### config.mk
export PLATFORM = sky130hd
export DESIGN_NAME = sram_cycle_seq
export DESIGN_NICKNAME = d
export VERILOG_FILES = /design/src/rtl/sram_seq_pkg.sv /design/src/rtl/sram_seq_phase_ctr.sv /design/src/rtl/sram_seq_lanes.sv /design/src/rtl/sram_seq_fsm.sv /design/src/rtl/sram_cycle_seq.sv
export SDC_FILE = /design/constraint.sdc
export NUM_CORES = 1
export LEC_CHECK = 0
export BUFFER_PORTS_ARGS = -buffer_cell sky130_fd_sc_hd__buf_2
export CAP_MARGIN = 15
export CORE_MARGIN = 1.5
export CORE_UTILIZATION = 50
export DETAILED_ROUTE_END_ITERATION = 10
export GPL_ROUTABILITY_DRIVEN = 0
export PLACE_DENSITY = 0.84
export SETUP_SLACK_MARGIN = 0.3
export SYNTH_ARGS = -nofsm -noshare
export SYNTH_HDL_FRONTEND = slang
export SYNTH_SLANG_ARGS = --single-unit
export TNS_END_PERCENT = 5
### constraint.sdc
create_clock -name clk -period 3.94 [get_ports clk]
set_input_delay 0.591 -clock clk [delete_from_list [all_inputs] [get_ports clk]]
set_output_delay 0.591 -clock clk [all_outputs]
set_load 0.1 [all_outputs]
### src/rtl/sram_seq_pkg.sv
package sram_seq_pkg;

   typedef enum logic [2:0] {
      ST_IDLE = 3'd0,
      ST_WSET = 3'd1,
      ST_WPUL = 3'd2,
      ST_WPST = 3'd3,
      ST_RACC = 3'd4,
      ST_RGAP = 3'd5
   } seq_state_e;

   function automatic int imax(input int a, input int b);
      return (a > b) ? a : b;
   endfunction

endpackage

### src/rtl/sram_seq_phase_ctr.sv
module sram_seq_phase_ctr #(
   parameter int CNT_W = 3
) (
   input  logic             clk,
   input  logic             rst_n,
   input  logic             clr,
   input  logic [CNT_W-1:0] len,
   output logic [CNT_W-1:0] idx,
   output logic             last
);

   logic [CNT_W-1:0] idx_q;

   always_ff @(posedge clk or negedge rst_n) begin
      if (!rst_n) begin
         idx_q <= '0;
      end else if (clr) begin
         idx_q <= '0;
      end else begin
         idx_q <= idx_q + 1'b1;
      end
   end

   assign idx  = idx_q;
   assign last = (idx_q == (len - 1'b1));

endmodule

### src/rtl/sram_seq_lanes.sv
module sram_seq_lanes #(
   parameter int LANES  = 2,
   parameter int LANE_W = 8
) (
   input  logic [LANES-1:0]        sel,
   input  logic                    active,
   input  logic [LANES*LANE_W-1:0] raw,
   output logic [LANES-1:0]        lane_n,
   output logic [LANES*LANE_W-1:0] masked
);

   for (genvar i = 0; i < LANES; i++) begin : g_lane
      assign lane_n[i] = ~(sel[i] & active);
      assign masked[i*LANE_W +: LANE_W] = sel[i] ? raw[i*LANE_W +: LANE_W] : '0;
   end

endmodule

### src/rtl/sram_seq_fsm.sv
module sram_seq_fsm
   import sram_seq_pkg::*;
#(
   parameter int CNT_W    = 3,
   parameter int LEN_AS   = 1,
   parameter int LEN_PUL  = 1,
   parameter int LEN_POST = 1,
   parameter int LEN_ACC  = 1,
   parameter int LEN_GAP  = 1
) (
   input  logic             clk,
   input  logic             rst_n,
   input  logic             fire,
   input  logic             fire_we,
   input  logic             fire_any,
   input  logic             phase_last,
   output seq_state_e       state,
   output logic [CNT_W-1:0] phase_len,
   output logic             phase_clr,
   output logic             done
);

   localparam logic [CNT_W-1:0] L_ONE  = CNT_W'(1);
   localparam logic [CNT_W-1:0] L_AS   = CNT_W'(LEN_AS);
   localparam logic [CNT_W-1:0] L_PUL  = CNT_W'(LEN_PUL);
   localparam logic [CNT_W-1:0] L_POST = CNT_W'(LEN_POST);
   localparam logic [CNT_W-1:0] L_ACC  = CNT_W'(LEN_ACC);
   localparam logic [CNT_W-1:0] L_GAP  = CNT_W'(LEN_GAP);

   seq_state_e state_q;
   seq_state_e state_d;
   logic       done_q;

   always_comb begin
      state_d = state_q;
      unique case (state_q)
         ST_IDLE: begin
            if (fire && fire_any) begin
               state_d = fire_we ? ST_WSET : ST_RACC;
            end
         end
         ST_WSET: if (phase_last) state_d = ST_WPUL;
         ST_WPUL: if (phase_last) state_d = ST_WPST;
         ST_WPST: if (phase_last) state_d = ST_IDLE;
         ST_RACC: if (phase_last) state_d = ST_RGAP;
         ST_RGAP: if (phase_last) state_d = ST_IDLE;
         default: state_d = ST_IDLE;
      endcase
   end

   always_comb begin
      unique case (state_q)
         ST_WSET: phase_len = L_AS;
         ST_WPUL: phase_len = L_PUL;
         ST_WPST: phase_len = L_POST;
         ST_RACC: phase_len = L_ACC;
         ST_RGAP: phase_len = L_GAP;
         default: phase_len = L_ONE;
      endcase
   end

   assign phase_clr = (state_d != state_q) || (state_q == ST_IDLE);

   always_ff @(posedge clk or negedge rst_n) begin
      if (!rst_n) begin
         state_q <= ST_IDLE;
         done_q  <= 1'b0;
      end else begin
         state_q <= state_d;
         done_q  <= ((state_q != ST_IDLE) && (state_d == ST_IDLE)) ||
                    ((state_q == ST_IDLE) && fire && !fire_any);
      end
   end

   assign state = state_q;
   assign done  = done_q;

endmodule

### src/rtl/sram_cycle_seq.sv
module sram_cycle_seq
   import sram_seq_pkg::*;
#(
   parameter int ADDR_W    = 14,
   parameter int LANE_W    = 8,
   parameter int LANES     = 2,
   parameter int T_AS      = 1,
   parameter int T_WP      = 3,
   parameter int T_WZ      = 2,
   parameter int T_DW      = 2,
   parameter int T_DH      = 1,
   parameter int T_WR      = 2,
   parameter int T_ACC     = 3,
   parameter int T_TA      = 1,
   parameter int OE_LOW_WR = 1
) (
   input  logic                    clk,
   input  logic                    rst_n,
   input  logic                    req,
   input  logic                    req_we,
   input  logic [ADDR_W-1:0]       req_addr,
   input  logic [LANES*LANE_W-1:0] req_wdata,
   input  logic [LANES-1:0]        req_sel,
   output logic                    req_ready,
   output logic                    done,
   output logic [LANES*LANE_W-1:0] rd_data,
   output logic [ADDR_W-1:0]       mem_addr,
   output logic                    mem_ce_n,
   output logic                    mem_we_n,
   output logic                    mem_oe_n,
   output logic [LANES-1:0]        mem_lane_n,
   output logic [LANES*LANE_W-1:0] mem_dq_o,
   output logic                    mem_dq_oe,
   input  logic [LANES*LANE_W-1:0] mem_dq_i
);

   localparam int DATA_W  = LANES * LANE_W;
   localparam int DRV_OFS = (OE_LOW_WR != 0) ? T_WZ : 0;
   localparam int PULSE   = imax(T_WP, DRV_OFS + T_DW);
   localparam int POST    = imax(T_DH, T_WR);
   localparam int MAXLEN  = imax(imax(imax(T_AS, PULSE), imax(POST, T_ACC)), T_TA);
   localparam int CNT_W   = imax(1, $clog2(MAXLEN + 1));
   localparam logic [CNT_W-1:0] DRV_C = CNT_W'(DRV_OFS);
   localparam logic [CNT_W-1:0] DH_C  = CNT_W'(T_DH);

   // elaboration-time parameter checks
   if (T_AS < 1 || T_WP < 1 || T_DW < 1 || T_DH < 1 || T_WR < 1 ||
       T_ACC < 1 || T_TA < 1 || T_WZ < 0) begin : g_bad_timing
      $error("sram_cycle_seq: every interval must be at least one cycle");
   end
   if (ADDR_W < 1 || LANES < 1 || LANE_W < 1) begin : g_bad_shape
      $error("sram_cycle_seq: address and lane geometry must be positive");
   end
   if (OE_LOW_WR != 0 && OE_LOW_WR != 1) begin : g_bad_mode
      $error("sram_cycle_seq: OE_LOW_WR selects 0 or 1");
   end

   seq_state_e              state;
   logic [CNT_W-1:0]        phase_len;
   logic [CNT_W-1:0]        phase_idx;
   logic                    phase_clr;
   logic                    phase_last;
   logic                    fire;
   logic                    fire_any;
   logic                    ce_act;
   logic                    oe_act;
   logic                    drive_pulse;
   logic                    drive_hold;
   logic [ADDR_W-1:0]       addr_q;
   logic [DATA_W-1:0]       wdata_q;
   logic [LANES-1:0]        sel_q;
   logic [DATA_W-1:0]       rd_q;
   logic [DATA_W-1:0]       rd_masked;

   assign req_ready = (state == ST_IDLE);
   assign fire      = req && req_ready;
   assign fire_any  = |req_sel;

   sram_seq_fsm #(
      .CNT_W    (CNT_W),
      .LEN_AS   (T_AS),
      .LEN_PUL  (PULSE),
      .LEN_POST (POST),
      .LEN_ACC  (T_ACC),
      .LEN_GAP  (T_TA)
   ) u_fsm (
      .clk        (clk),
      .rst_n      (rst_n),
      .fire       (fire),
      .fire_we    (req_we),
      .fire_any   (fire_any),
      .phase_last (phase_last),
      .state      (state),
      .phase_len  (phase_len),
      .phase_clr  (phase_clr),
      .done       (done)
   );

   sram_seq_phase_ctr #(
      .CNT_W (CNT_W)
   ) u_ctr (
      .clk   (clk),
      .rst_n (rst_n),
      .clr   (phase_clr),
      .len   (phase_len),
      .idx   (phase_idx),
      .last  (phase_last)
   );

   assign ce_act = (state == ST_WSET) || (state == ST_WPUL) || (state == ST_RACC);

   sram_seq_lanes #(
      .LANES  (LANES),
      .LANE_W (LANE_W)
   ) u_lanes (
      .sel    (sel_q),
      .active (ce_act),
      .raw    (mem_dq_i),
      .lane_n (mem_lane_n),
      .masked (rd_masked)
   );

   // output-enable policy during writes
   if (OE_LOW_WR != 0) begin : g_oe_low
      assign oe_act = (state == ST_RACC) || (state == ST_WSET) || (state == ST_WPUL);
   end else begin : g_oe_high
      assign oe_act = (state == ST_RACC);
   end

   // driver turn-on point inside the strobe
   if (DRV_OFS == 0) begin : g_drv_now
      assign drive_pulse = (state == ST_WPUL);
   end else begin : g_drv_late
      assign drive_pulse = (state == ST_WPUL) && (phase_idx >= DRV_C);
   end

   assign drive_hold = (state == ST_WPST) && (phase_idx < DH_C);

   always_ff @(posedge clk or negedge rst_n) begin
      if (!rst_n) begin
         addr_q  <= '0;
         wdata_q <= '0;
         sel_q   <= '0;
      end else if (fire) begin
         addr_q  <= req_addr;
         wdata_q <= req_wdata;
         sel_q   <= req_sel;
      end
   end

   always_ff @(posedge clk or negedge rst_n) begin
      if (!rst_n) begin
         rd_q <= '0;
      end else if ((state == ST_RACC) && phase_last) begin
         rd_q <= rd_masked;
      end else if (fire && !req_we && !fire_any) begin
         rd_q <= '0;
      end
   end

   assign mem_addr  = addr_q;
   assign mem_ce_n  = ~ce_act;
   assign mem_we_n  = ~(state == ST_WPUL);
   assign mem_oe_n  = ~oe_act;
   assign mem_dq_o  = wdata_q;
   assign mem_dq_oe = drive_pulse || drive_hold;
   assign rd_data   = rd_q;

endmodule

; ---- Yosys cells after proc, flatten, opt, wreduce, memory -nomap -nowiden
; Cells that the tools add are included.
[op_classes]
add_sub_neg = 2
order_cmp = 2
n_eq_ne = 7
mux = 13
n_bitwise = 7
reduce_logical = 25
[ops]
columns = op, count
row1 = $mux W16, 2
row2 = $mux W3, 7
row3 = $mux W8, 2
row4 = $pmux W3 S5, 1
row5 = $logic_and A1 B1 Y1, 10
row6 = $pmux W3 S3, 1
row7 = $logic_or A1 B1 Y1, 7
row8 = $eq A3 B2 Y1 const B, 2
row9 = $eq A3 B3 Y1 const B, 2
row10 = $logic_not A3 Y1, 2
row11 = $not A1 Y1, 5
row12 = $reduce_or A2 Y1, 2
row13 = $add A3 B1 Y3 const B, 1
row14 = $eq A3 B1 Y1 const B, 1
row15 = $eq A3 B3 Y1, 1
row16 = $ge A3 B2 Y1 const B, 1
row17 = $lt A3 B1 Y1 const B, 1
row18 = $ne A3 B3 Y1, 1
row19 = $reduce_bool A3 Y1, 1
row20 = $sub A3 B1 Y3 const B, 1
row21 = $and A1 B1 Y1, 2
row22 = $logic_not A1 Y1, 2
row23 = $reduce_bool A2 Y1, 1
[totals]
regBits = 55
in_bits = 52
out_inout_bits = 54
elab_cells = 63

; ---- Longest topological paths before layout
; Gate-level depths: netlist of the first run.
[logic_depth]
ltp_word = 9
ltp_mapped = 10
depth_no_buf = 9

; ---- By module
; A second synthesis of the first run with hierarchy kept.
[hier_totals]
hier_cells = 220
hier_area_um2 = 2529.9
[modules_own_cells]
columns = mod, n_inst, cells_each, area_per_inst_um2, seq_area_each_um2
row1 = sram_cycle_seq, 1, 154, 1943.1, 1201.2
row2 = sram_seq_fsm, 1, 33, 297.8, 100.1
row3 = sram_seq_phase_ctr, 1, 15, 181.4, 75.1
row4 = sram_seq_lanes, 1, 18, 107.6, 0.0

; ---- Worst setup path before layout of the first run
; OpenSTA, ideal clock, no wires.
[synth_path]
path_kind = reg-to-output
start = reg u_fsm.state_q[1] (netlist: u_fsm.state[1])
end = out mem_dq_oe
arrival_ns = 2.883
required_ns = 3.349
path_slack_ns = 0.466
stages_incl_launch_ff = 4
path_buffers = 1
cell_sequence = dfrtp_1 -> clkbuf_1 -> nand2b_1 -> nor3_1
[synth_via]
elab_chain_len = 3
elab_cells_between_ends = 5
cone_classes = eq/ne: 2 / reduce/logical: 3
[synth_rtl]
columns = element, line
row1 = "start, declared", sram_seq_fsm.sv:30  ; seq_state_e state_q;
row2 = "start signal, assigned", sram_seq_fsm.sv:69  ; state_q <= state_d;
row3 = $eq A3 B2 Y1 (on tied branches), "sram_cycle_seq.sv:134, sram_cycle_seq.sv:137"
row4 = $logic_and A1 B1 Y1 (on tied branches), "sram_cycle_seq.sv:134, sram_cycle_seq.sv:137"
row5 = $logic_or A1 B1 Y1 (*), sram_cycle_seq.sv:166  ; assign mem_dq_oe = drive_pulse || drive_hold;
row6 = "end, declared", sram_cycle_seq.sv:33  ; output logic mem_dq_oe,
; Mark *: on every way between the ends. The rest lies on a longest branch, timed or not.

; ---- Worst setup path in the final report of the first run
[layout_path]
start = reg u_fsm.state_q[1] (netlist: u_fsm.state[1])
end = reg rd_q[11] (netlist: rd_data[11])
[layout_via]
elab_chain_len = 6
elab_cells_between_ends = 13
cone_classes = add/sub: 1 / eq/ne: 4 / mux: 2 / reduce/logical: 6
[layout_rtl]
columns = element, line
row1 = $eq A3 B3 Y1 / $eq A3 B2 Y1 (equally long branches), "sram_seq_fsm.sv:52, sram_cycle_seq.sv:154"
row2 = $pmux W3 S3, sram_seq_fsm.sv:52  ; unique case (state_q)
row3 = $sub A3 B1 Y3, sram_seq_phase_ctr.sv:25  ; assign last = (idx_q == (len - 1'b1));
row4 = $eq A3 B3 Y1, sram_seq_phase_ctr.sv:25
row5 = $logic_and A1 B1 Y1, sram_cycle_seq.sv:154  ; end else if ((state == ST_RACC) && phase_last) begin
row6 = $mux W16 / $reduce_bool A2 Y1 (equally long branches), --
row7 = "end signal, assigned", sram_cycle_seq.sv:155  ; rd_q <= rd_masked;
row8 = "end, declared", sram_cycle_seq.sv:72  ; logic [DATA_W-1:0] rd_q;
; Several ways; a longest one is shown, not always the timed one.
; A chain may end at the register's enable or synchronous reset.

==> results of run 1 <==
-- worst paths after layout --
check                                    start           to  slack, ps  depth (start not counted)
worst max-delay path            u_fsm.state[1]  rd_data[11]       1100                          8
worst min-delay path                     rst_n  mem_addr[3]        300                          1
worst max register to register  u_fsm.state[1]  rd_data[11]       1100                          8
worst min register to register     mem_addr[3]  mem_addr[3]        510                          1
max in group asynchronous                rst_n   rd_data[5]       2890                          2
min in group clk                   mem_dq_i[6]   rd_data[6]        490                          2
-- sequential cells by signal (all words and copies together), names as in the netlist --
signal	flops
mem_dq_o	16
sel_q	2
mem_addr	14
u_ctr.idx	3
u_fsm.done	1
rd_data	16
u_fsm.state	3
-- metrics by stage --
step	utilization [%]	cells	area, sq um	hold slack (ps)	setup slack (ps)
4_1_cts	67.9	329	3000	319	1080
3_5_place_dp	65.2	321	2880	487	1100
5_1_grt	67.9	329	3000	361	776
2_1_floorplan	-	173	2330	295	466
3_3_place_gp	65.2	321	2880	483	1320
6_report	67.9	329	3000	301	1100
-- kinds of logic after synthesis --
group / after synthesis
mux: 33
flops: 55
xor+xnor: 3
compound gates: 31
simple gates: 33
fa+ha+maj: 3
buf+inv: 15
-- area by class of cell --
cell class | instances | area share [%]
well taps | 52 | 2.17
clock inverters | 2 | 1.29
multi-input cells | 103 | 29.4
flip-flops and latches | 55 | 45.9
inverters | 4 | 0.501
repair buffers | 107 | 18.0
clock buffers | 6 | 2.75
-- critical path, delay by kind of cell (launching register included) --
kind / cells / cell delay, ps
AOI/OAI and AO/OA: 3 / 900
DFF: 1 / 530
and+or+nand+nor: 3 / 660
xor gates and xnor gates: 1 / 400
adders and majority gates: 1 / 310
-- layer usage --
layer	track usage [%]	routed length, microns	vias to the layer above
met4	8.60	78	0
met2	28.0	2100	106
li1	-	-	833
met1	26.5	2060	796
met5	0	0	-
met3	5.34	486	7
-- layout by cell type, fill, tap and decap left out, types with 2 or more instances in the layout --
cell | netlist | final
a21oi_1 | 3 | 3
a22o_1 | 16 | 16
and3_1 | 2 | 2
buf_2 | 6 | 105
buf_4 | 0 | 2
clkbuf_8 | 0 | 6
dfrtp_1 | 55 | 55
ha_1 | 3 | 3
inv_1 | 4 | 4
mux2_2 | 32 | 32
nand2_1 | 5 | 5
nand2b_1 | 3 | 3
nor2_1 | 9 | 9
nor3_1 | 7 | 7
nor4b_1 | 2 | 2
o21bai_1 | 2 | 2
xnor2_1 | 2 | 2
==> flow_summary.yaml, run 1 <==
logic_synthesis:
  ys_seq_area_share_pct: 59.1
  synth_nets: 228
  netlist_area_sq_um: 2330
  synth_fa_ha_area_share_pct: 1.61
  synth-xor-area-share_pct: 1.45
  muxShareOfSynthArea_pct: 16.0
  yosys.area.top_type: "dfrtp_1"
  synth_most_common_cell: "dfrtp_1"
  synth-simple-area-share_pct: 8.17
  synth_top_area_share_pct: 59.1
  synth_compound_area_share_pct: 10.6
  synth_area_leaders: "dfrtp_1, mux2_2, a22o_1"
  synth_top_family_by_area: "multiplexers"
  synthFlopType: "dfrtp_1"
  synth.distinct_cells: 34
  avgSynthCellArea_sq_um: 13.5
  synthTopCellsByCount: "dfrtp_1, mux2_2, a22o_1, nor2_1, nor3_1"
  ys_ff_latch: 55
  synthCells: 173
  synth-warning-count: 0
  async_reset_ff_share_pct: 100
  synth_edf_count: 0
cells_and_area:
  fill_cells: 325
  nets: 331
  multiInputGateArea_sq_um: 881
  n_antenna_cell: 0
  areaGrowthSynthToFinish_pct: 28.8
  seq_area_sq_um: 1380
  drive_gt1_share_pct: 54.2
sta:
  finalSetupViolCount: 0
  drv_slew: 0
  finClkSkew_ps: 8.41
  worst_pin_slew_ps: 802
  fin_crit_sh_pct: 72.0
  setup-tns-final_ps: 0
  hold_viol: 0
  rsz0062_at_grt: "no"
  finalCriticalPeriod_ps: 2840
  max_freq_mhz: 352
  slew_headroom_pct: 46.3
worst_hold_path:
  hp-class: "input port to asynchronous set/reset pin"
floorplan:
  start_util_pct: 52.7
  boundaryPins: 106
  dieWidth_microns: 71.2
  row_count: 24
  fp.dieH_microns: 71.2
  core-area_sq_um: 4410
  die_area_sq_um: 5080
setup_path:
  endpoint_kind: "register"
  crit_path_start_kind: "register"
  crit_path_max_fanout: 16
  slowest_stage: "a21oi_2"
  crit_chain: "nand2b_1 > nor2_1 > a21oi_1 > ha_1 > xnor2_1 > nor3_1 > a21oi_2 > a22o_1"
  worstPathRequired_ps: 4190
  worstSetupPathType: "register to register"
  crit_arrival_ps: 3090
  slowest_delay_ps: 570
place:
  port_buffers: 105
  post-dp-hpwl_microns: 3570
flow_run:
  drv_cap: 0
cts:
  clk_latency_ps: 310
  hold_buffers: 0
  htreeDepth: 2
  clock_path_buffers: 2
  post_cts_resized: 0
  cts_buffers: 5
  post_cts_buffers: 0
  clk_pin_slew_worst_paths_ps: 100
  cts_tree: "yes"
  clock-root-buffer: "clkbuf_8"
  cts.sinks: 55
detailed_routing:
  drt-pass1-iter-count: 4
  route.antenna.remaining_nets: 0
  drt_iter0_drc: 81
  vias_per_cell: 5.29
  drc_errors: 0
  wirelength_microns: 4730
  num_vias: 1742
  avgRoutedWirePerCell_microns: 14.4
status:
  status: "complete, no violations"
grt:
  antenna_found_initial: 0
  grt_pass1_wl_microns: 7500
  grt_usage_pct: 19.0
  grt_pass1_vias: 1647
  grt_max_degree: 32
  overflow: 0
Power of run 1 is not shown: default switching activity piles up to over one toggle a cycle in this logic, so the estimate is an artifact.
==> run 2, diff against run 1 <==
Settings changed: CORE_UTILIZATION 50 to 46, PLACE_DENSITY 0.84 to 0.79.
Clock period 3.94 ns to 2.95 ns, I/O delays scaled along.
==> run 2 against run 1 <==
- non-clock buffer count rose by 2
- die area rose by 8.3%
- register-to-register slack worse by 670 ps
- flip-flop and latch count stayed put
- first-iteration DRC count decreased by 6.2%
- critical path depth grew 1
- critical path type unchanged
- highest routed layer unchanged
==> flow_summary.yaml, run 2 (same netlist as run 1, synthesis figures left out) <==
status:
  status: "complete, no violations"
cells_and_area:
  fill_cells: 390
  final_common_cell: "buf_2"
  nets: 333
  layout_common_cells: "buf_2, dfrtp_1, mux2_2"
  final_core_util_pct: 64.1
  seq_area_sq_um: 1380
  multiInputGateArea_sq_um: 915
  drive_gt1_share_pct: 56.6
  n_antenna_cell: 0
  areaGrowthSynthToFinish_pct: 31.8
detailed_routing:
  wirelength_microns: 4560
  num_vias: 1719
  vias_per_cell: 4.97
  avgRoutedWirePerCell_microns: 13.2
  drc_errors: 0
  drt-pass1-iter-count: 4
  route.antenna.remaining_nets: 0
  drt_iter0_drc: 76
sta:
  worst_pin_slew_ps: 677
  finalWorstSetupSlack_ps: 432
  fin_crit_sh_pct: 85.4
  drv_slew: 0
  finalCriticalPeriod_ps: 2520
  slew_headroom_pct: 54.9
  max_freq_mhz: 397
  hold_viol: 0
  setup-tns-final_ps: 0
  finClkSkew_ps: 6.42
  finalSetupViolCount: 0
  rsz0062_at_grt: "no"
setup_path:
  worstSetupEndpoint: "u_fsm.done"
  reg2reg_to: "u_fsm.done"
  r2r_slack_ps: 430
  crit_start: "u_fsm.state[1]"
  crit_path_start_kind: "register"
  crit_arrival_ps: 2700
  worstSetupPathType: "register to register"
  r2r-start: "u_fsm.state[1]"
  worstPathRequired_ps: 3130
  crit_path_max_fanout: 12
  endpoint_kind: "register"
  rr_worst_depth: 9
cts:
  clk_pin_slew_worst_paths_ps: 90
  clock-root-buffer: "clkbuf_8"
  cts_buffers: 5
  hold_buffers: 0
  clk_latency_ps: 300
  cts.sinks: 55
  clock_path_buffers: 2
  cts_tree: "yes"
  htreeDepth: 2
floorplan:
  dieWidth_microns: 74.1
  die_area_sq_um: 5500
  start_util_pct: 48.7
  core-area_sq_um: 4790
  fp.dieH_microns: 74.1
  boundaryPins: 106
  row_count: 25
flow_run:
  drv_cap: 0
grt:
  grt_pass1_vias: 1527
  antenna_found_initial: 0
  overflow: 0
  grt_max_degree: 56
  grt_pass1_wl_microns: 7130
  grt_usage_pct: 17.1
worst_hold_path:
  hp-class: "input port to asynchronous set/reset pin"
place:
  pre_cts_ws_ps: 203
  post-dp-hpwl_microns: 3360
  port_buffers: 105
## run 2: per-layer routing
layer	share of wire [%]	track usage (%)	vias to the layer above	routed length, microns
met5	0	0	-	0
met4	0.39	4.32	0	18
met1	45	22.7	803	2040
met2	47	27.7	81	2120
met3	8.2	5.15	2	374
li1	-	-	833	-
## run 2: worst min-delay path by stage
stage,from,cells past startpoint,slack (ps),endpoint
4_1_cts,rst_n,2,270,u_ctr.idx[1]
3_3_place_gp,mem_dq_o[8],1,480,mem_dq_o[8]
3_5_place_dp,rd_data[2],1,490,rd_data[2]
6_report,rst_n,2,240,u_ctr.idx[1]
5_1_grt,rst_n,2,300,u_ctr.idx[1]
2_1_floorplan,rst_n,0,150,mem_addr[0]
## run 2: critical path: stages (launching register included)
cell and delay [ps]:
dfrtp_2 500, nand2b_1 210, nor2_2 200, a21oi_1 80, ha_1 320, xnor2_2 200, or3_1 430, mux2_1 330
nand2_1 70, a31oi_1 70
## run 2: timing repair
| action | CTS | global route |
|---|---|---|
| hold endpoints to repair | 0 | 0 |
| endpoints found under the setup margin | 16 | 21 |
| gates cloned | 0 | 0 |
| gates resized for setup | 2 | 4 |
| setup buffers | 0 | 0 |
## run 2: layout make-up
class | instances | share of cell area, %
clock buffers | 6 | 2.69
clock inverters | 2 | 1.26
inverters | 4 | 0.489
multi-input cells | 103 | 29.8
flip-flops and latches | 55 | 44.9
well taps | 67 | 2.73
repair buffers | 109 | 18.1
## run 2: per-stage QoR
| step | hold WS, ps | cell area [sq um] | std cells |
|---|---|---|---|
| after floorplan | 147 | 2330 | 173 |
| after global placement | 483 | 2920 | 338 |
| after detailed placement | 486 | 2920 | 338 |
| after CTS | 274 | 3050 | 346 |
| after global routing | 303 | 3070 | 346 |
| final | 238 | 3070 | 346 |
Power of run 2 is left out for the same reason.
==> run 3, diff against run 2 <==
Settings changed: BUFFER_PORTS_ARGS -buffer_cell sky130_fd_sc_hd__buf_2 to -buffer_cell sky130_fd_sc_hd__buf_4.
==> run 3 against run 2 <==
- wire length up 9.7%
- via count up 3.8%
- cell area up 7.5%
- core utilization up 4.8 points
- clock skew up 0.58 ps
- largest cell class unchanged
- flip-flop and latch count unchanged
- hold slack worse by 81 ps
- critical path depth unchanged
- clock-buffer cell count up 1
==> flow_summary.yaml, run 3 (same netlist as run 1, synthesis figures left out) <==
worst_hold_path:
  hp-class: "input port to asynchronous set/reset pin"
cts:
  cts_buffers: 5
  clock_path_buffers: 2
  htreeDepth: 2
  clock-root-buffer: "clkbuf_8"
  clk_pin_slew_worst_paths_ps: 90
  clk_latency_ps: 300
  cts.sinks: 55
  cts_tree: "yes"
  hold_buffers: 0
sta:
  max_freq_mhz: 401
  slew_headroom_pct: 56.3
  drv_slew: 0
  fin_crit_sh_pct: 84.5
  worst_pin_slew_ps: 656
  rsz0062_at_grt: "no"
  finalCriticalPeriod_ps: 2490
  finClkSkew_ps: 7.00
  setup-tns-final_ps: 0
  finalSetupViolCount: 0
  whs_ps: 157
  hold_viol: 0
cells_and_area:
  final_cells: 346
  areaGrowthSynthToFinish_pct: 41.6
  nets: 333
  fill_cells: 388
  seq_area_sq_um: 1380
  final_common_cell: "buf_4"
  n_antenna_cell: 0
  multiInputGateArea_sq_um: 908
  layout_common_cells: "buf_4, dfrtp_1, mux2_2"
  drive_gt1_share_pct: 55.9
floorplan:
  boundaryPins: 106
  die_area_sq_um: 5500
  dieWidth_microns: 74.1
  fp.dieH_microns: 74.1
  start_util_pct: 48.7
  row_count: 25
  core-area_sq_um: 4790
place:
  post-dp-hpwl_microns: 3770
  port_buffers: 105
  dp.cells: 338
setup_path:
  crit_path_start_kind: "register"
  endpoint_kind: "register"
  worstSetupPathType: "register to register"
  worstPathRequired_ps: 3130
  crit_path_max_fanout: 12
  crit_arrival_ps: 2670
grt:
  grt_max_degree: 56
  overflow: 0
  grt_pass1_wl_microns: 7850
  grt_pass1_vias: 1750
  grt_usage_pct: 18.5
  antenna_found_initial: 0
detailed_routing:
  vias_per_cell: 5.16
  drc_errors: 0
  drt_iter0_drc: 81
  wirelength_microns: 5000
  route.antenna.remaining_nets: 0
  avgRoutedWirePerCell_microns: 14.5
  drt-pass1-iter-count: 4
  num_vias: 1784
status:
  status: "complete, no violations"
flow_run:
  drv_cap: 0
## run 3: cell count changes in the layout (fill, tap and decap cells not counted), sizes merged
cell / before / now
bufinv: 1 / 0
clkbuf: 6 / 7
clkinv: 0 / 1
inv: 5 / 4
## run 3: metal layers
metal / vias up / share of wire (%) / GRT usage [%]
met2: 85 / 48 / 30.7
met5: - / 0 / 0
li1: 835 / - / -
met3: 9 / 9.2 / 5.56
met1: 855 / 41 / 23.6
met4: 0 / 1.4 / 5.35
## run 3: repair_timing
action	CTS	global route
setup endpoints to repair	16	21
cloned	0	0
resized for setup	2	3
buffers inserted	0	0
## run 3: cell type report
class                   count  share of cell area (%)
clock inverters             1                   0.266
inverters                   4                   0.455
flip-flops and latches     55                    41.8
repair buffers            109                    24.8
well taps                  67                    2.54
clock buffers               7                    2.62
multi-input cells         103                    27.5
## run 3: path summary, 6_finish.rpt
path,from,end,slack [ps],depth (start not counted)
min in group clk,mem_dq_i[11],rd_data[11],360,2
worst max register to register,u_fsm.state[1],u_fsm.done,460,9
worst max-delay path,u_fsm.state[1],u_fsm.done,460,9
max in group asynchronous,rst_n,u_fsm.state[1],2340,1
worst min register to register,mem_addr[12],mem_addr[12],510,1
worst min-delay path,rst_n,u_ctr.idx[2],160,1
## run 3: per-stage QoR
step           instance area [sq um]  setup WS, ps  utilization, %
2_1_floorplan                   2330          -271               -
3_3_place_gp                    3180           322            66.4
3_5_place_dp                    3180           234            66.4
4_1_cts                         3290           310            68.7
5_1_grt                         3300           345            68.9
6_report                        3300           458            68.9
## run 3: critical path: stages, from the launching register on
cell      delay, ps
dfrtp_2         500
nand2b_1        190
nor2_2          190
a21oi_1          70
ha_1            320
xnor2_2         190
or3_1           430
mux2_1          330
nand2_1          70
a31oi_1          80
Power of run 3 is left out for the same reason.
